### src/rtl/atomic_rmw_pkg.sv
package atomic_rmw_pkg;
  localparam logic [2:0] OP_LOAD  = 3'd0;
  localparam logic [2:0] OP_STORE = 3'd1;
  localparam logic [2:0] OP_TAS   = 3'd2;
  localparam logic [2:0] OP_FAA   = 3'd3;
  localparam logic [2:0] OP_SWAP  = 3'd4;
  localparam logic [2:0] OP_CAS   = 3'd5;

  typedef enum logic [1:0] {
    ST_IDLE = 2'd0,
    ST_RD   = 2'd1,
    ST_WR   = 2'd2
  } seq_state_e;
endpackage

### src/rtl/rr_arbiter.sv
module rr_arbiter #(
  parameter int N_REQ = 3,
  localparam int IDX_W = (N_REQ > 1) ? $clog2(N_REQ) : 1
) (
  input  logic             clk_i,
  input  logic             rst_ni,
  input  logic [N_REQ-1:0] req_i,
  input  logic             advance_i,
  output logic [N_REQ-1:0] pick_o,
  output logic [IDX_W-1:0] pick_idx_o
);
  logic [IDX_W-1:0] last_q;

  always_comb begin
    pick_o     = '0;
    pick_idx_o = '0;
    for (int k = N_REQ; k >= 1; k--) begin
      int idx;
      idx = int'(last_q) + k;
      if (idx >= N_REQ) idx = idx - N_REQ;
      if (req_i[idx]) begin
        pick_o     = '0;
        pick_o[idx] = 1'b1;
        pick_idx_o = IDX_W'(idx);
      end
    end
  end

  always_ff @(posedge clk_i or negedge rst_ni) begin
    if (!rst_ni) last_q <= IDX_W'(N_REQ - 1);
    else if (advance_i && |req_i) last_q <= pick_idx_o;
  end

  assert_pick_pending_R9: assert property (@(posedge clk_i) disable iff (!rst_ni)
    (|req_i) |-> ($onehot(pick_o) && ((pick_o & ~req_i) == '0)));
endmodule

### src/rtl/rmw_alu.sv
module rmw_alu
  import atomic_rmw_pkg::*;
#(
  parameter int DATA_W = 16
) (
  input  logic [2:0]        op_i,
  input  logic [DATA_W-1:0] old_i,
  input  logic [DATA_W-1:0] opa_i,
  input  logic [DATA_W-1:0] opb_i,
  output logic [DATA_W-1:0] new_o,
  output logic              we_o,
  output logic              ok_o
);
  always_comb begin
    new_o = old_i;
    we_o  = 1'b0;
    ok_o  = 1'b1;
    case (op_i)
      OP_STORE: begin we_o = 1'b1; new_o = opa_i; end
      OP_TAS: begin
        if (old_i == '0) begin we_o = 1'b1; new_o = DATA_W'(1); end
      end
      OP_FAA:  begin we_o = 1'b1; new_o = old_i + opa_i; end
      OP_SWAP: begin we_o = 1'b1; new_o = opa_i; end
      OP_CAS: begin
        if (old_i == opa_i) begin we_o = 1'b1; new_o = opb_i; end
        else ok_o = 1'b0;
      end
      default: ;  // load and unused codes: read only
    endcase
  end
endmodule

### src/rtl/word_store.sv
module word_store #(
  parameter int DATA_W = 16,
  parameter int ADDR_W = 3,
  localparam int DEPTH = 1 << ADDR_W
) (
  input  logic              clk_i,
  input  logic              rst_ni,
  input  logic [ADDR_W-1:0] addr_i,
  input  logic              we_i,
  input  logic [DATA_W-1:0] wdata_i,
  output logic [DATA_W-1:0] rdata_o
);
  logic [DEPTH-1:0][DATA_W-1:0] mem_q;

  assign rdata_o = mem_q[addr_i];

  always_ff @(posedge clk_i or negedge rst_ni) begin
    if (!rst_ni) mem_q <= '0;
    else if (we_i) mem_q[addr_i] <= wdata_i;
  end
endmodule

### src/rtl/atomic_rmw_unit.sv
module atomic_rmw_unit
  import atomic_rmw_pkg::*;
#(
  parameter int N_REQ  = 3,
  parameter int DATA_W = 16,
  parameter int ADDR_W = 3,
  localparam int IDX_W = (N_REQ > 1) ? $clog2(N_REQ) : 1
) (
  input  logic                          clk_i,
  input  logic                          rst_ni,
  input  logic [N_REQ-1:0]              req_i,
  input  logic [N_REQ-1:0][2:0]         op_i,
  input  logic [N_REQ-1:0][ADDR_W-1:0]  addr_i,
  input  logic [N_REQ-1:0][DATA_W-1:0]  opa_i,
  input  logic [N_REQ-1:0][DATA_W-1:0]  opb_i,
  output logic [N_REQ-1:0]              gnt_o,
  output logic [N_REQ-1:0]              rsp_valid_o,
  output logic [DATA_W-1:0]             rsp_data_o,
  output logic                          rsp_ok_o
);
  seq_state_e        state_q;
  logic [N_REQ-1:0]  owner_q;
  logic [2:0]        op_q;
  logic [ADDR_W-1:0] addr_q;
  logic [DATA_W-1:0] opa_q, opb_q, old_q;

  logic              accept;
  logic [N_REQ-1:0]  pick;
  logic [IDX_W-1:0]  pick_idx;
  logic [DATA_W-1:0] rd_data, new_val;
  logic              alu_we, alu_ok, mem_we;

  assign accept = (state_q == ST_IDLE) && (|req_i);

  rr_arbiter #(.N_REQ(N_REQ)) u_arb (
    .clk_i      (clk_i),
    .rst_ni     (rst_ni),
    .req_i      (req_i),
    .advance_i  (accept),
    .pick_o     (pick),
    .pick_idx_o (pick_idx)
  );

  rmw_alu #(.DATA_W(DATA_W)) u_alu (
    .op_i  (op_q),
    .old_i (old_q),
    .opa_i (opa_q),
    .opb_i (opb_q),
    .new_o (new_val),
    .we_o  (alu_we),
    .ok_o  (alu_ok)
  );

  assign mem_we = (state_q == ST_WR) && alu_we;

  word_store #(.DATA_W(DATA_W), .ADDR_W(ADDR_W)) u_mem (
    .clk_i   (clk_i),
    .rst_ni  (rst_ni),
    .addr_i  (addr_q),
    .we_i    (mem_we),
    .wdata_i (new_val),
    .rdata_o (rd_data)
  );

  always_ff @(posedge clk_i or negedge rst_ni) begin
    if (!rst_ni) begin
      state_q <= ST_IDLE;
      owner_q <= '0;
      op_q    <= OP_LOAD;
      addr_q  <= '0;
      opa_q   <= '0;
      opb_q   <= '0;
      old_q   <= '0;
    end else begin
      case (state_q)
        ST_IDLE: if (accept) begin
          owner_q <= pick;
          op_q    <= op_i[pick_idx];
          addr_q  <= addr_i[pick_idx];
          opa_q   <= opa_i[pick_idx];
          opb_q   <= opb_i[pick_idx];
          state_q <= ST_RD;
        end
        ST_RD: begin
          old_q   <= rd_data;
          state_q <= ST_WR;
        end
        default: state_q <= ST_IDLE;
      endcase
    end
  end

  assign gnt_o       = (state_q != ST_IDLE) ? owner_q : '0;
  assign rsp_valid_o = (state_q == ST_WR) ? owner_q : '0;
  assign rsp_data_o  = old_q;
  assign rsp_ok_o    = alu_ok;

  assert_single_grant_R8: assert property (@(posedge clk_i) disable iff (!rst_ni)
    $onehot0(gnt_o));
  assert_grant_held_R8: assert property (@(posedge clk_i) disable iff (!rst_ni)
    (state_q == ST_RD) |=> ($stable(gnt_o) && (|rsp_valid_o)));
  assert_rsp_pulse_R8: assert property (@(posedge clk_i) disable iff (!rst_ni)
    (|rsp_valid_o) |=> !(|rsp_valid_o));
  assert_rsp_owner_R8: assert property (@(posedge clk_i) disable iff (!rst_ni)
    (|rsp_valid_o) |-> (rsp_valid_o == gnt_o));
  assert_fail_only_cas_R7: assert property (@(posedge clk_i) disable iff (!rst_ni)
    ((|rsp_valid_o) && !rsp_ok_o) |-> (op_q == OP_CAS && !mem_we));
  assert_load_no_write_R2: assert property (@(posedge clk_i) disable iff (!rst_ni)
    ((|rsp_valid_o) && (op_q == OP_LOAD || op_q > OP_CAS)) |-> !mem_we);
  assert_write_in_wr_R10: assert property (@(posedge clk_i) disable iff (!rst_ni)
    mem_we |-> (|rsp_valid_o));
endmodule

### config.mk
export PLATFORM = sky130hd
export DESIGN_NAME = atomic_rmw_unit
export DESIGN_NICKNAME = d
export VERILOG_FILES = /design/src/rtl/atomic_rmw_pkg.sv /design/src/rtl/rr_arbiter.sv /design/src/rtl/rmw_alu.sv /design/src/rtl/word_store.sv /design/src/rtl/atomic_rmw_unit.sv
export SDC_FILE = /design/constraint.sdc
export NUM_CORES = 1
export LEC_CHECK = 0
export BUFFER_PORTS_ARGS = -buffer_cell sky130_fd_sc_hd__buf_2
export CAP_MARGIN = 40
export CORE_UTILIZATION = 58
export CTS_CLUSTER_DIAMETER = 50
export DETAILED_ROUTE_END_ITERATION = 16
export HOLD_SLACK_MARGIN = 0.02
export PLACE_DENSITY_LB_ADDON = 0.05
export SYNTH_ARGS = -nofsm -noshare
export SYNTH_HDL_FRONTEND = slang
export SYNTH_SLANG_ARGS = --single-unit
### constraint.sdc
create_clock -name clk_i -period 3.9 [get_ports clk_i]
set_clock_uncertainty 0.2 [all_clocks]
set_input_delay 0.39 -clock clk_i [delete_from_list [all_inputs] [get_ports clk_i]]
set_output_delay 0.39 -clock clk_i [all_outputs]
set_load 0.05 [all_outputs]
==> After elaboration in Yosys (flattened, before gate mapping) <==
Index checks and enable logic that the tools add are counted.
Widths: inputs -> output; s select.
{ "totals": {"ff_bits": 189, "inputBits": 119, "output_inout_bits": 23} }
{ "op_classes": {"addsub": 7, "order_cmp": 12, "eq_ne": 9, "mux": 48, "n_reduce_logical": 14} }
{ "op_table": {"columns": ["cell", "n"], "rows": [
  ["$bwmux 128", 1],
  ["$ge 32x1->1 const B", 3],
  ["$ge 32x3->1 const B", 3],
  ["$lt 32x4->1 const B", 3],
  ["$mux 16", 6],
  ["$mux 32", 3],
  ["$sub 32x3->32 const B", 3],
  ["$bmux 16 s2", 2],
  ["$pmux 16 s4", 1],
  ["$bmux 16 s3", 1],
  ["$demux 16 s3", 1],
  ["$mux 3", 7],
  ["$add 16x16->16", 1],
  ["$eq 16x16->1", 1],
  ["$logic_not 16->1", 1],
  ["$bmux 3 s2", 2],
  ["$mux 1", 12],
  ["$mux 2", 4],
  ["$logic_and 1x1->1", 7],
  ["$add 2x2->3 const B", 2],
  ["$bmux 1 s2", 3],
  ["$demux 1 s2", 3],
  ["$eq 3x2->1 const B", 2],
  ["$eq 3x3->1 const B", 2],
  ["other kinds (15)", 16]
]} }

==> Longest topological paths before layout <==
{ "logic_depth": {"depth_word": 11, "mapped_depth": 11, "depth_no_buf": 10} }

==> Modules after synthesis <==
From an unflattened synthesis, not the netlist that was laid out.
{ "unflattened": {"hier_cells": 878, "hier_area_um2": 10889.2} }
{ "by_module_without_submodules": {"columns": ["mod", "instances", "cells_per_inst", "area_per_inst_um2", "seq_area_each_um2"], "rows": [
  ["word_store", 1, 413, 5940.7, 3203.1],
  ["atomic_rmw_unit", 1, 225, 3249.4, 1476.4],
  ["rmw_alu", 1, 188, 1296.2, 0.0],
  ["rr_arbiter", 1, 52, 402.9, 51.3]
]} }

==> Least setup slack after synthesis <==
OpenSTA, ideal clock, no wires.
{ "synth_path": {"path_type": "reg-to-reg", "startpoint": "reg old_q[6] (netlist: rsp_data_o[6])", "endpoint": "reg u_mem.mem_q[13] (netlist name)", "setup_time_ps": 145, "arrival_ps": 3407, "slack_ps": 148, "path_stages_with_launch": 10, "cell_sequence": "dfrtp_1 > ha_1 > buf_2 > nor4_1 > nand3_1 > o21bai_1 > nand2_1 > a221o_1 > a21oi_1 > a31oi_1"} }
{ "synth_via": {"elab_chain_cells": 4} }
{ "synth_lines": {"columns": ["item", "line", "source"], "rows": [
  ["from (decl)", "atomic_rmw_unit.sv:25", "logic [DATA_W-1:0] opa_q, opb_q, old_q;"],
  ["from (signal assigned)", "atomic_rmw_unit.sv:85", "old_q <= rd_data;"],
  ["parallel branches: the longest is 4 deep, another holds $add 16x16->16", null, null],
  ["to (signal, indexed assignment)", "word_store.sv:19", "else if (we_i) mem_q[addr_i] <= wdata_i;"],
  ["to (decl)", "word_store.sv:13", "logic [DEPTH-1:0][DATA_W-1:0] mem_q;"]
]} }
Parallel ways; which one is timed is not known.
A chain may end at the register's enable or synchronous reset.

==> Worst setup path after layout <==
{ "layout_path": {"startpoint": "reg old_q[6] (netlist: rsp_data_o[6])", "endpoint": "reg u_mem.mem_q[103] (netlist name)"} }
Same word-level chain as after synthesis.

==> key figures <==
Floorplanning
  • Core Rows: 47
  • Die Ht: 134 um
  • Die W: 134 um
  • Core ar.: 16800 um2
  • I/O Pins: 142
  • Initial Util: between 60 and 70%
  • Die area: 18000 um2

Global route
  • Total gr overflow: 0
  • Vias in the first global route: 7976
  • First-pass GRT wire length: 42.3 mm
  • Initial antenna violation count: 0
  • Gr usage total: 31.0%
  • Largest net degree at the start of global routing: 83

Yosys
  • Top cells by area, synth: dfrtp_1, o21ai_0, mux4_2, nand2_1, mux2i_1
  • Async S/R FF share, synth: 100%
  • Sequential element share of the synthesized area: 46.7%
  • Synth warn: 0
  • Synth Cell Area: between 10000 and 15000 um2
  • Top FF cell, synth: dfrtp_1
  • Share of the synthesized area in the top cell type: a little under half
  • Yosys reg bits: ~190
  • Yosys top cell by area: dfrtp_1
  • Number of synthesized flops with an enable pin: 0
  • Unique masters post-synth: 58
  • Syn Inst Count: roughly 1000
  • Synth Area per Inst: 9.90 um2
  • Synthesized net count: between 1000 and 1500

Min path
  • Min-delay worst type: in2reg

Timing
  • RSZ-0062 raised after global routing: no
  • Post-Route Setup TNS: 0 ps
  • Final Critical Period: between 3000 and 4000 ps
  • Achievable Freq: 294 MHz
  • Final worst slack: between 400 and 500 ps
  • Final Hold Fails: 0
  • Max-slew headroom: 49.6%
  • Final setup violation count: 0
  • Worst-Margin Slew: 756 ps
  • Final slew viol count: 0
  • Final worst path period share: between 80% and 90%

Clock network
  • Clock transition at path regs: roughly 80 ps
  • Clk sink count: 189
  • Htree depth: 4
  • Total CTS buffers: 17
  • Clock Latency Late Sink: 450 ps
  • # hold bufs at CTS: 1
  • Clk root buf: clkbuf_16
  • Setup Fix Bufs, Post-CTS: 0
  • CTS tree: built
  • Post-CTS resize count: 0
  • CTS max path bufs: 2

Routing
  • Top sig layer: met4
  • Total wire length: 26.4 mm
  • DRC Markers: 0
  • Initial DRT Pass Iterations: 7
  • DR WL met2: 12.6 mm
  • Met1 WL: 12.0 mm
  • Met3 Routed Length: 1.36 mm
  • Initial drt markers: 736
  • DR WL/cell: about 19 um
  • Vias per cell: 5.92
  • ANT nets after route: 0
  • Via count: 8197

Placement
  • Detailed Place HPWL: 18.6 mm
  • Post-DP Area: 11200 um2
  • GP Congestion: 0.934
  • Buffers on Ports: 141
  • DP Cell Count: between 1000 and 1500
  • Placement Setup Slack: 521 ps

Status
  • Run status: finished, final reports clean

Cells and area
  • Fill count: about 1400
  • Non-filler instance count after layout: roughly 1400
  • Cell area after layout: 11800 um2
  • Most frequent cells in the layout: dfrtp_1, nand2_1, o21ai_0
  • Post-layout net count: between 1000 and 1500
  • Share of cells above drive strength 1: 23.9%
  • Antenna Cells: 0
  • Most common library cell in the layout ignoring fill and taps: dfrtp_1
  • Area grow syn2layout: 16.2%

Critical path
  • Required time worst endpoint: 4030 ps
  • CP arrival: 3530 ps
  • Crit-path max FO: 31
  • Setup Crit Path Kind: reg2reg
  • Worst Setup Start Kind: flop
  • Worst setup EP type: flop

Power and ir drop
  • Overall power: roughly 9.4 mW
  • VDD IR max: 0.435 mV
  • Power density cells: around 800 nW/um2
  • Pleak: 5.74 nW

Job
  • Maxcap violations: 0
## flip-flops by register name, indices dropped and copies added, names as in the netlist
signal and flops:
opa_q 16, u_arb.last_q 2, opb_q 16, rsp_data_o 16
op_q 3, owner_q 3, u_mem.mem_q 128, state_q 2
addr_q 3
## stage by stage
stage	hold WS [ps]	utilization, %
finish	173	69.9
global route	180	69.9
CTS	160	69.9
detailed placement	265	66.4
global placement	256	66.2
floorplan	-106	-
## critical path, cell delays in order, from the launching register on
cell and delay, ps:
dfrtp_1 440, ha_1 410, nor4_1 340, nand3_1 160, or3_4 470, a211o_1 350, or3b_1 400, buf_4 280
nand2_1 150, o21ai_2 60
## power by group
part | total [mW] | switching (mW) | internal [mW] | leakage (nW)
Combinational | 4.55 | 2.73 | 1.82 | 2.96
Sequential | 3.19 | 0.544 | 2.65 | 2.50
Clock | 1.68 | 0.833 | 0.852 | 0.280
Total | 9.42 | 4.11 | 5.32 | 5.74
## cells by family after synthesis
kind of cell             count (synthesis)  synth area share [%]
AO/OA/AOI/OAI                          313                  19.5
AND/OR/NAND/NOR                        292                  12.4
flip-flops                             189                  46.7
buffers and inverters                   95                  3.82
multiplexers                            92                  13.1
adder cells (fa/ha/maj)                 26                  3.19
XOR/XNOR                                15                  1.30
## synth_stat cells, types with 2 or more instances
| cell type | n |
|---|---|
| mux4_2 | 32 |
| or2_2 | 2 |
| ha_1 | 21 |
| and3_1 | 2 |
| nor4_1 | 7 |
| a211o_1 | 9 |
| a211oi_1 | 34 |
| o211ai_1 | 3 |
| a21oi_1 | 35 |
| a221o_1 | 5 |
| nand3_1 | 18 |
| a221oi_1 | 3 |
| nor2_1 | 60 |
| nor2b_1 | 5 |
| clkbuf_1 | 52 |
| buf_2 | 6 |
| a22oi_1 | 8 |
| o21ai_2 | 15 |
| o31ai_1 | 2 |
| nand2_2 | 6 |
| o21ai_0 | 148 |
| buf_1 | 10 |
| nand4_1 | 2 |
| xor2_1 | 8 |
| o31a_1 | 2 |
| buf_6 | 3 |
| a21o_1 | 33 |
| dfrtp_1 | 188 |
| nor3_1 | 3 |
| nand2b_1 | 10 |
| a31oi_1 | 3 |
| maj3_1 | 4 |
| xnor2_1 | 7 |
| nand2_1 | 165 |
| inv_1 | 24 |
| and2_1 | 4 |
| mux2i_1 | 59 |
| nand3b_1 | 3 |
| o21bai_1 | 2 |
## cell type report
type                            instances  area (um2)  share of cell area (%)
Multi-Input combinational cell        738        5020                    42.7
Clock inverter                         14         148                    1.26
Clock buffer                           18         429                    3.65
Sequential cell                       189        4730                    40.2
Timing Repair Buffer                  182        1060                    9.03
Tap cell                              220         275                    2.34
Inverter                               24        90.1                   0.766
## path summary, 6_finish.rpt
check | cells after the start | endpoint | from | slack [ps]
min reg2reg | 2 | u_mem.mem_q[84] | u_mem.mem_q[84] | 280
max reg2reg | 9 | u_mem.mem_q[103] | rsp_data_o[6] | 490
max in group asynchronous | 3 | u_mem.mem_q[32] | rst_ni | 2240
min | 4 | opa_q[14] | opa_i[46] | 170
min in group asynchronous | 2 | opb_q[10] | rst_ni | 390
max | 9 | u_mem.mem_q[103] | rsp_data_o[6] | 490
## metal layers
layer  vias up  GRT usage, %
li1       3928             -
met1      3992          43.0
met2       246          50.7
met3        31          4.91
met4         0          8.99
met5         -             0
(Power assumes the default switching activity.)
